File: config.mk
export PLATFORM = sky130hd
export DESIGN_NAME = frameWalker
export DESIGN_NICKNAME = d
export VERILOG_FILES = /design/src/rtl/fwPkg.sv /design/src/rtl/fwData.sv /design/src/rtl/fwCtrl.sv /design/src/rtl/frameWalker.sv
export SDC_FILE = /design/constraint.sdc
export NUM_CORES = 1
export LEC_CHECK = 0
export BUFFER_PORTS_ARGS = -buffer_cell sky130_fd_sc_hd__buf_4
export CORE_UTILIZATION = 35
export CTS_CLUSTER_DIAMETER = 40
export DETAILED_ROUTE_END_ITERATION = 8
export PLACE_DENSITY_LB_ADDON = 0.08
export REMOVE_ABC_BUFFERS = 1
export SYNTH_ARGS = -nofsm -noshare
export SYNTH_HDL_FRONTEND = slang
export SYNTH_HIERARCHICAL = 1
export SYNTH_SLANG_ARGS = --single-unit
File: constraint.sdc
create_clock -name clk -period 3.7 [get_ports clk]
set_input_delay 0.74 -clock clk [delete_from_list [all_inputs] [get_ports clk]]
set_output_delay 0.74 -clock clk [all_outputs]
set_load 0.02 [all_outputs]
File: src/rtl/fwPkg.sv
package fwPkg;

  typedef enum logic [3:0] {
    A_ENTRY, A_QH, A_QHEL, A_TD, A_TD4, A_TD8, A_PEND, A_PEND4
  } addrSel_t;

  typedef enum logic {W_CTRL, W_TDLINK} wSel_t;

  localparam logic [1:0] RES_DONE    = 2'd0;
  localparam logic [1:0] RES_NOTDONE = 2'd1;
  localparam logic [1:0] RES_PEND    = 2'd2;
  localparam logic [1:0] RES_STOP    = 2'd3;

  typedef struct packed {
    logic     memReq;
    logic     memWe;
    addrSel_t addrSel;
    wSel_t    wSel;
    logic     ldEntry;
    logic     ldLinkRd;
    logic     ldLinkTd;
    logic     ldQh;
    logic     ldEl;
    logic     ldElTd;
    logic     ldTdFromLink;
    logic     ldTdFromEl;
    logic     ldTdLink;
    logic     ldTdCtrl;
    logic     ldTdToken;
    logic     ldNew;
    logic     cntLoad;
    logic     cntDec;
    logic     incFrame;
    logic     setPendQ;
    logic     setPendI;
    logic     clrPend;
  } strobe_t;

  typedef struct packed {
    logic linkTerm;
    logic linkQh;
    logic elTerm;
    logic elQh;
    logic elDepth;
    logic cntZero;
    logic pendAny;
    logic pendIso;
    logic ctrlChanged;
  } status_t;

endpackage

File: src/rtl/fwData.sv
module fwData
  import fwPkg::*;
#(
  parameter int MAX_TD = 16,
  parameter int FN_W   = 11
) (
  input  logic            clk,
  input  logic            rstN,
  input  logic [31:0]     flBase,
  input  logic [31:0]     memRdata,
  input  logic [31:0]     updNewCtrl,
  input  logic [1:0]      updIntMask,
  input  strobe_t         st,
  output logic [31:0]     memAddr,
  output logic [31:0]     memWdata,
  output logic [31:0]     updCtrl,
  output logic [31:0]     updToken,
  output logic [FN_W-1:0] frameNum,
  output logic [1:0]      intCause,
  output logic            pendBusy,
  output status_t         stat
);
  localparam int IDX_W = FN_W - 1;
  localparam int CNT_W = $clog2(MAX_TD + 1);
  localparam logic [31:0] PTR_MASK = ~32'hF;

  logic [31:0] entryAddr, link, qhAddr, el, tdAddr;
  logic [31:0] tdLink, tdCtrl, tdToken, newCtrl, pendAddr;
  logic [CNT_W-1:0] tdCnt;
  logic [1:0] intAcc;
  logic pendV, pendIso;

  always_ff @(posedge clk) begin
    if (!rstN) begin
      entryAddr <= '0; link <= '0; qhAddr <= '0; el <= '0; tdAddr <= '0;
      tdLink <= '0; tdCtrl <= '0; tdToken <= '0; newCtrl <= '0;
      pendAddr <= '0; tdCnt <= '0; intAcc <= '0; intCause <= '0;
      pendV <= 1'b0; pendIso <= 1'b0; frameNum <= '0;
    end else begin
      if (st.ldEntry)
        entryAddr <= (flBase & ~32'h3) +
                     {{(30-IDX_W){1'b0}}, frameNum[IDX_W-1:0], 2'b00};
      if (st.ldLinkRd)      link   <= memRdata;
      else if (st.ldLinkTd) link   <= tdLink;
      if (st.ldQh)          qhAddr <= link & PTR_MASK;
      if (st.ldEl)          el     <= memRdata;
      else if (st.ldElTd)   el     <= tdLink;
      if (st.ldTdFromLink)  tdAddr <= link & PTR_MASK;
      else if (st.ldTdFromEl) tdAddr <= el & PTR_MASK;
      if (st.ldTdLink)  tdLink  <= memRdata;
      if (st.ldTdCtrl)  tdCtrl  <= memRdata;
      if (st.ldTdToken) tdToken <= memRdata;
      if (st.ldTdCtrl)  newCtrl <= memRdata;
      else if (st.ldNew) newCtrl <= updNewCtrl;
      if (st.cntLoad)      tdCnt <= CNT_W'(MAX_TD);
      else if (st.cntDec && tdCnt != '0) tdCnt <= tdCnt - 1'b1;
      if (st.incFrame) begin
        frameNum <= frameNum + 1'b1;
        intCause <= intAcc;
        intAcc   <= '0;
      end else if (st.ldNew) begin
        intAcc <= intAcc | updIntMask;
      end
      if (st.setPendQ) begin
        pendV <= 1'b1; pendIso <= 1'b0; pendAddr <= qhAddr;
      end else if (st.setPendI) begin
        pendV <= 1'b1; pendIso <= 1'b1; pendAddr <= entryAddr;
      end else if (st.clrPend) begin
        pendV <= 1'b0;
      end
    end
  end

  always_comb begin
    case (st.addrSel)
      A_ENTRY: memAddr = entryAddr;
      A_QH:    memAddr = qhAddr;
      A_QHEL:  memAddr = qhAddr + 32'd4;
      A_TD:    memAddr = tdAddr;
      A_TD4:   memAddr = tdAddr + 32'd4;
      A_TD8:   memAddr = tdAddr + 32'd8;
      A_PEND:  memAddr = pendAddr;
      default: memAddr = pendAddr + 32'd4;
    endcase
    memWdata = (st.wSel == W_CTRL) ? newCtrl : tdLink;
  end

  assign updCtrl  = tdCtrl;
  assign updToken = tdToken;
  assign pendBusy = pendV;

  assign stat.linkTerm    = link[0];
  assign stat.linkQh      = link[1];
  assign stat.elTerm      = el[0];
  assign stat.elQh        = el[1];
  assign stat.elDepth     = el[2];
  assign stat.cntZero     = (tdCnt == '0);
  assign stat.pendAny     = pendV;
  assign stat.pendIso     = pendIso;
  assign stat.ctrlChanged = (newCtrl != tdCtrl);

endmodule

File: src/rtl/fwCtrl.sv
module fwCtrl
  import fwPkg::*;
(
  input  logic       clk,
  input  logic       rstN,
  input  logic       frameTick,
  input  logic       asyncDone,
  input  logic       memAck,
  input  logic       updAck,
  input  logic [1:0] updResult,
  input  status_t    stat,
  output strobe_t    st,
  output logic       updReq,
  output logic       updIsoch,
  output logic       updComplete,
  output logic       frameDone,
  output logic       cancelPend
);
  typedef enum logic [4:0] {
    S_IDLE, S_RD_ENTRY, S_DISP, S_RD_QHEL, S_QCHK, S_RD_TDL, S_RD_TDC,
    S_RD_TDT, S_UPD, S_WRC, S_POST, S_WR_EL, S_DEPTH, S_RD_QHNX, S_END,
    S_C_RD, S_C_SET, S_C_WR
  } state_t;

  state_t state, nxt;
  logic inQ, inQN, comp, compN, tickSeen, doneSeen, tickUse, doneUse;
  logic [1:0] res, resN;

  always_comb begin
    st = '0;
    nxt = state; inQN = inQ; compN = comp; resN = res;
    tickUse = 1'b0; doneUse = 1'b0;
    updReq = 1'b0; frameDone = 1'b0; cancelPend = 1'b0;
    case (state)
      S_IDLE: begin
        if (doneSeen && stat.pendAny) begin
          doneUse = 1'b1; compN = 1'b1; nxt = S_C_RD;
        end else if (tickSeen) begin
          tickUse = 1'b1; compN = 1'b0; st.ldEntry = 1'b1;
          if (stat.pendAny && !stat.pendIso) begin
            st.clrPend = 1'b1; cancelPend = 1'b1;
          end
          nxt = S_RD_ENTRY;
        end
      end
      S_RD_ENTRY: begin
        st.memReq = 1'b1; st.addrSel = A_ENTRY;
        if (memAck) begin st.ldLinkRd = 1'b1; nxt = S_DISP; end
      end
      S_DISP: begin
        if (stat.linkTerm) nxt = S_END;
        else if (stat.linkQh) begin
          st.ldQh = 1'b1; inQN = 1'b1; nxt = S_RD_QHEL;
        end else begin
          st.ldTdFromLink = 1'b1; inQN = 1'b0; nxt = S_RD_TDL;
        end
      end
      S_RD_QHEL: begin
        st.memReq = 1'b1; st.addrSel = A_QHEL;
        if (memAck) begin st.ldEl = 1'b1; st.cntLoad = 1'b1; nxt = S_QCHK; end
      end
      S_QCHK: begin
        if (stat.pendAny || stat.elTerm || stat.elQh || stat.cntZero)
          nxt = S_RD_QHNX;
        else begin st.ldTdFromEl = 1'b1; nxt = S_RD_TDL; end
      end
      S_RD_TDL: begin
        st.memReq = 1'b1; st.addrSel = A_TD;
        if (memAck) begin
          st.ldTdLink = 1'b1;
          if (!inQ && stat.pendAny && !comp) begin
            st.ldLinkRd = 1'b1; nxt = S_DISP;
          end else nxt = S_RD_TDC;
        end
      end
      S_RD_TDC: begin
        st.memReq = 1'b1; st.addrSel = A_TD4;
        if (memAck) begin st.ldTdCtrl = 1'b1; nxt = S_RD_TDT; end
      end
      S_RD_TDT: begin
        st.memReq = 1'b1; st.addrSel = A_TD8;
        if (memAck) begin st.ldTdToken = 1'b1; nxt = S_UPD; end
      end
      S_UPD: begin
        updReq = 1'b1;
        if (updAck) begin
          st.ldNew = 1'b1; resN = updResult;
          st.cntDec = inQ && !comp;
          nxt = S_WRC;
        end
      end
      S_WRC: begin
        if (stat.ctrlChanged) begin
          st.memReq = 1'b1; st.memWe = 1'b1; st.addrSel = A_TD4; st.wSel = W_CTRL;
          if (memAck) nxt = S_POST;
        end else nxt = S_POST;
      end
      S_POST: begin
        if (comp) begin
          if (res == RES_PEND) nxt = S_IDLE;
          else begin
            st.clrPend = 1'b1;
            nxt = (res == RES_DONE) ? S_C_WR : S_IDLE;
          end
        end else if (res == RES_STOP) nxt = S_END;
        else if (!inQ) begin
          st.setPendI = (res == RES_PEND);
          st.ldLinkTd = 1'b1; nxt = S_DISP;
        end else if (res == RES_DONE) nxt = S_WR_EL;
        else begin
          st.setPendQ = (res == RES_PEND);
          nxt = S_RD_QHNX;
        end
      end
      S_WR_EL: begin
        st.memReq = 1'b1; st.memWe = 1'b1; st.addrSel = A_QHEL; st.wSel = W_TDLINK;
        if (memAck) begin st.ldElTd = 1'b1; nxt = S_DEPTH; end
      end
      S_DEPTH: nxt = stat.elDepth ? S_QCHK : S_RD_QHNX;
      S_RD_QHNX: begin
        st.memReq = 1'b1; st.addrSel = A_QH;
        if (memAck) begin st.ldLinkRd = 1'b1; nxt = S_DISP; end
      end
      S_END: begin
        frameDone = 1'b1; st.incFrame = 1'b1; nxt = S_IDLE;
      end
      S_C_RD: begin
        st.memReq = 1'b1;
        st.addrSel = stat.pendIso ? A_PEND : A_PEND4;
        inQN = !stat.pendIso;
        if (memAck) begin
          st.ldLinkRd = stat.pendIso; st.ldEl = !stat.pendIso; nxt = S_C_SET;
        end
      end
      S_C_SET: begin
        st.ldTdFromLink = stat.pendIso; st.ldTdFromEl = !stat.pendIso;
        nxt = S_RD_TDL;
      end
      S_C_WR: begin
        st.memReq = 1'b1; st.memWe = 1'b1; st.wSel = W_TDLINK;
        st.addrSel = stat.pendIso ? A_PEND : A_PEND4;
        if (memAck) nxt = S_IDLE;
      end
      default: nxt = S_IDLE;
    endcase
  end

  always_ff @(posedge clk) begin
    if (!rstN) begin
      state <= S_IDLE; inQ <= 1'b0; comp <= 1'b0; res <= '0;
      tickSeen <= 1'b0; doneSeen <= 1'b0;
    end else begin
      state <= nxt; inQ <= inQN; comp <= compN; res <= resN;
      tickSeen <= frameTick | (tickSeen & !tickUse);
      doneSeen <= asyncDone | (doneSeen & !doneUse & stat.pendAny);
    end
  end

  assign updIsoch    = !inQ;
  assign updComplete = comp;

endmodule

File: src/rtl/frameWalker.sv
module frameWalker
  import fwPkg::*;
#(
  parameter int MAX_TD = 16,
  parameter int FN_W   = 11
) (
  input  logic            clk,
  input  logic            rstN,
  input  logic            frameTick,
  input  logic [31:0]     flBase,
  input  logic            asyncDone,
  output logic            memReq,
  output logic            memWe,
  output logic [31:0]     memAddr,
  output logic [31:0]     memWdata,
  input  logic [31:0]     memRdata,
  input  logic            memAck,
  output logic            updReq,
  output logic [31:0]     updCtrl,
  output logic [31:0]     updToken,
  output logic            updIsoch,
  output logic            updComplete,
  input  logic            updAck,
  input  logic [1:0]      updResult,
  input  logic [31:0]     updNewCtrl,
  input  logic [1:0]      updIntMask,
  output logic [FN_W-1:0] frameNum,
  output logic            frameDone,
  output logic [1:0]      intCause,
  output logic            cancelPend,
  output logic            pendBusy
);
  strobe_t st;
  status_t stat;

  fwCtrl ctrl_i (
    .clk(clk), .rstN(rstN), .frameTick(frameTick), .asyncDone(asyncDone),
    .memAck(memAck), .updAck(updAck), .updResult(updResult), .stat(stat),
    .st(st), .updReq(updReq), .updIsoch(updIsoch), .updComplete(updComplete),
    .frameDone(frameDone), .cancelPend(cancelPend)
  );

  fwData #(.MAX_TD(MAX_TD), .FN_W(FN_W)) data_i (
    .clk(clk), .rstN(rstN), .flBase(flBase), .memRdata(memRdata),
    .updNewCtrl(updNewCtrl), .updIntMask(updIntMask), .st(st),
    .memAddr(memAddr), .memWdata(memWdata), .updCtrl(updCtrl),
    .updToken(updToken), .frameNum(frameNum), .intCause(intCause),
    .pendBusy(pendBusy), .stat(stat)
  );

  assign memReq = st.memReq;
  assign memWe  = st.memWe;

endmodule

# Word-level counts from Yosys, hierarchy flattened
# Index checks and enable logic that the tools add are counted.
dict set report totals {
  in_bits 106
  out_inout_bits 149
  ff_bits 345
  word_cells 215
}
dict set report op_classes {
  eq_ne 38
  reduce_logical 40
  n_bitwise 7
  addsub 7
  n_mux 100
}
# op n
set op_table {}
lappend op_table {{$mux 32} 11}
lappend op_table {{$pmux 32 s7} 1}
lappend op_table {{$mux 5} 20}
lappend op_table {{$add 32x3->32 const B} 3}
lappend op_table {{$pmux 5 s16} 1}
lappend op_table {{$mux 1} 47}
lappend op_table {{$eq 5x4->1 const B} 8}
lappend op_table {{$add 32x12->32} 1}
lappend op_table {{$add 32x4->32 const B} 1}
lappend op_table {{$ne 32x32->1} 1}
lappend op_table {{$pmux 4 s7} 1}
lappend op_table {{$eq 5x3->1 const B} 4}
lappend op_table {{$ne 2x2->1 const B} 9}
lappend op_table {{$pmux 1 s2} 8}
lappend op_table {{$reduce_bool 2->1} 8}
lappend op_table {{$reduce_or 2->1} 7}
lappend op_table {{$eq 4x3->1 const B} 3}
lappend op_table {{$mux 4} 3}
lappend op_table {{$add 11x1->11 const B} 1}
lappend op_table {{$reduce_and 11->1} 1}
lappend op_table {{$eq 5x2->1 const B} 2}
lappend op_table {{$eq 5x5->1 const B} 2}
lappend op_table {{$logic_not 5->1} 2}
lappend op_table {{$mux 3} 3}
lappend op_table {{other kinds (24)} 44}

# Longest topological paths before layout
dict set report logic_depth {
  depth_word 9
  mapped_depth 14
  mapped_depth_nobuf 11
}

# Cells and area by module
# Netlist, hierarchy kept.
# module area_each_um2 instances cells_each seq_area_each_um2
set modules_own_cells {}
lappend modules_own_cells {fwData 15897.7 1 1823 6546.3}
lappend modules_own_cells {fwCtrl 1231.2 1 184 220.2}

# Worst setup path after synthesis
# OpenSTA, ideal clock, no wires.
dict set report synth_timing {
  kind {register -> output}
  startpoint {reg ctrl_i.state[2]}
  endpoint {out memAddr[14]}
  stages_incl_launch_ff 13
  n_path_buf 6
  arrival_time_ps 2996
  required_ps 2960
  slack_ps -36
  path_cell_list {dfxtp_1 > buf_2 > clkbuf_1 > clkbuf_1 > xnor2_1 > nor3_1 > o21a_1 > buf_2 > nor4_2 > buf_4 > buf_2 > a221oi_1 > a21oi_1}
}
# item line_no
set synth_lines {}
lappend synth_lines {{start, declared} fwCtrl.sv:25} ;# state_t state, nxt;
lappend synth_lines {{start signal, assigned} fwCtrl.sv:153} ;# state <= nxt; inQ <= inQN; comp <= compN; res <= resN;
lappend synth_lines {{end, declared} frameWalker.sv:14} ;# output logic [31:0] memAddr,

==> impl_metrics.py <==
metrics = {
    "route": {
        "wl_met2_um": 27100,
        "drtPass1Iterations": 6,
        "ant_nets": 0,
        "wl_per_cell_um": 19.6,
        "vias": 15621,
        "vias_per_cell": 5.19,
        "drt_iter0_drc": 1007,
        "wl_met1_um": 27300,
        "route.detailed.drc": 0,
        "routed_wl_um": 58900,
        "top_layer": "met5",
        "route.met3.wl_um": 3310,
    },
    "placed_design": {
        "dp.final_hpwl_um": 41200,
        "placed_area_mm2": 0.0207,
        "portBuffers": 250,
        "placed_cells": 2876,
        "gp_congestion": 0.851,
    },
    "synth": {
        "ys.flop_type": "dfxtp_1",
        "synth_edf_count": 0,
        "yosys_warnings": 6,
        "synth_cell_types": 73,
        "synth-seq-cells": 338,
        "synthArstFlopShare": 0,
        "seq_area_frac_synth": 0.395,
        "syn_inst": 2007,
        "synth_area_mm2": 0.0171,
        "avgSynthCellArea_um2": 8.53,
    },
    "die": {
        "ios": 255,
        "rows": 80,
        "start_util": 0.357,
        "die_x_um": 223,
        "die_area_mm2": 0.0498,
        "core_mm2": 0.0480,
        "die_y_um": 223,
    },
    "grt": {
        "grt_pass1_wl_um": 90000,
        "antenna_found_initial": 3,
        "gr-total-overflow": 0,
        "grt_pass1_vias": 15123,
        "grt_max_degree": 90,
        "gr-usage-all-layers": 0.235,
    },
    "setup_path": {
        "critPathRequiredTime_ns": 2.96,
        "crit_fanout": 9,
        "arrival_ns": 3.59,
        "worstSetupPathType": "reg2out",
        "critPathLaunchType": "register",
        "endpoint_kind": "output pin",
    },
    "final_layout": {
        "layout_common_cells": "nor2_1 (393), buf_4 (389), dfxtp_1 (333)",
        "drive_gt1_frac": 0.273,
        "instances_no_fill": 3011,
        "nNetsFinal": 2466,
        "area_delta_synth_final_pct": 37.0,
        "num-fill-cells": 4603,
        "layout_commonest_cell": "nor2_1",
        "final_area_mm2": 0.0235,
    },
    "clock_network": {
        "clockBufferDepth": 3,
        "cts_buffers": 70,
        "clk_pin_slew_worst_paths_ns": 0.05,
        "clkLatencyLatePin_ns": 0.58,
        "cts_sinks": 338,
        "cts-root-buf": "clkbuf_16",
        "cts_tree": "done",
        "cts-hold-fix-buffers": 0,
        "htreeDepth": 3,
    },
    "timing": {
        "worst_pin_slew_ns": 0.878,
        "setup_violations": 30,
        "whs_ns": 0.389,
        "tns_ns": -16.13,
        "finalClockSkew_ns": 0.0228,
        "post-route-min-period_ns": 4.33,
        "rsz0062_at_grt": "yes",
        "setup_slack_ns": -0.631,
        "finalCritPeriodShare": 1.17,
        "slew_violations": 0,
        "slew_headroom": 0.414,
        "max_freq_ghz": 0.231,
        "hold_viol": 0,
    },
    "run_status": {
        "violations": "negative setup slack",
        "outcome": "complete, but fails checks",
    },
    "power_and_ir_drop": {
        "power_density_mw_per_mm2": 592,
        "p_leak_nw": 9.13,
        "p_total_mw": 13.9,
        "peakVddDrop_mv": 0.275,
    },
    "flow_run": {
        "cap_violations": 0,
    },
    "min_path": {
        "min_path_type": "in2reg",
    },
}
power by group:
| group | switching (mW) | internal [mW] |
|---|---|---|
| logic | 1.84 | 1.49 |
| clock network | 2.07 | 4.43 |
| registers | 0.199 | 3.86 |
| total | 4.11 | 9.78 |
cell usage after synthesis (3+ instances only):
cell / n / area share
and2_1: 38 / 0.014
a221oi_1: 17 / 0.0087
nor3_2: 7 / 0.0041
nand2_1: 81 / 0.018
nor2_1: 399 / 0.087
a31o_2: 3 / 0.0015
a211oi_1: 9 / 0.0039
or3_1: 12 / 0.0044
nor4b_1: 3 / 0.0015
ha_1: 14 / 0.010
a31oi_1: 15 / 0.0055
clkbuf_1: 103 / 0.023
o211ai_1: 13 / 0.0057
a221o_1: 15 / 0.0088
nor2b_1: 4 / 0.0015
a222oi_1: 13 / 0.0076
and3_1: 6 / 0.0022
o21a_1: 6 / 0.0026
xnor2_1: 65 / 0.033
buf_1: 27 / 0.0059
a21oi_1: 200 / 0.058
o21ai_0: 64 / 0.019
nor3_1: 24 / 0.0070
mux2i_1: 254 / 0.15
nor4_1: 5 / 0.0018
mux2_2: 34 / 0.022
nand2b_1: 45 / 0.016
a21o_1: 6 / 0.0026
nand4_1: 26 / 0.0095
nand3b_1: 4 / 0.0018
nor3b_1: 4 / 0.0018
dfxtp_1: 338 / 0.40
xor2_1: 32 / 0.016
buf_2: 15 / 0.0044
buf_4: 13 / 0.0057
a311oi_1: 5 / 0.0026
inv_1: 20 / 0.0044
nand3_1: 21 / 0.0061
registers in the layout, indices dropped and copies added (netlist names), 5 cells and up:
| register | cells |
|---|---|
| data_i/el | 31 |
| data_i/tdCnt | 5 |
| data_i/link | 30 |
| data_i/updToken | 32 |
| data_i/entryAddr | 30 |
| data_i/newCtrl | 32 |
| data_i/updCtrl | 32 |
| data_i/tdLink | 32 |
| data_i/qhAddr | 28 |
| data_i/frameNum | 11 |
| ctrl_i/state | 5 |
| data_i/tdAddr | 28 |
| data_i/pendAddr | 30 |
what timing repair did:
action / in CTS / in global routing
gates cloned: 2 / 0
gates resized for setup: 38 / 24
buffers inserted: 9 / 2
pin swaps: 18 / 9
setup endpoints to repair: 30 / 63
metrics by stage:
stage,setup slack (ns),util
final,-0.631,0.489
after CTS,-0.654,0.487
after global routing,-0.781,0.489
after detailed placement,-0.521,0.430
after global placement,-0.442,0.430
after floorplan,-2.26,-
layer usage:
metal / global-route usage / vias to the layer above
li1: - / 7715
met4: 0.0759 / 4
met2: 0.380 / 417
met5: 0 / -
met1: 0.311 / 7416
met3: 0.0490 / 69
path summary, 6_finish.rpt:
kind	startpoint	to	slack, ns	cells after the start
worst max-delay path	data_i/updCtrl[17]	memAddr[19]	-0.63	15
worst min-delay path	asyncDone	ctrl_i/doneSeen	0.39	2
worst max register to register	ctrl_i/state[3]	data_i/tdCnt[4]	0.85	9
worst min register to register	data_i/intAcc[1]	data_i/intAcc[1]	0.47	2
cell type report:
type	count	area, um^2	area share
multi-input combinational	1491	9940	0.423
sequential	338	6770	0.289
timing repair buffer	423	3480	0.148
clock buffer	83	1900	0.0810
tap	615	769	0.0328
clock inverter	39	526	0.0224
inverter	21	86.3	0.00368
antenna	1	2.50	0.000107
kinds of logic after synthesis:
family                   Yosys count  share of synthesized area
AO/OA/AOI/OAI                    386                      0.138
XOR/XNOR                          97                     0.0496
adder cells (fa/ha/maj)           15                     0.0114
buffers and inverters            180                     0.0438
flip-flops                       338                      0.395
multiplexers                     288                      0.171
other                              2                   0.000438
AND/OR/NAND/NOR                  701                      0.190
worst max-delay path, stage by stage (launching register included):
cell and delay [ns]:
dfxtp_2 0.34, xnor2_2 0.20, nand4_1 0.17, buf_6 0.17, nor4_4 0.23, buf_4 0.17, nand2_4 0.06, a31oi_4 0.18
o22ai_4 0.12, buf_6 0.15, mux2_4 0.30, nor2_4 0.20, buf_12 0.17, a221oi_1 0.08, a21oi_1 0.25, buf_4 0.20
Note: power is estimated with default switching activity, not from simulation.
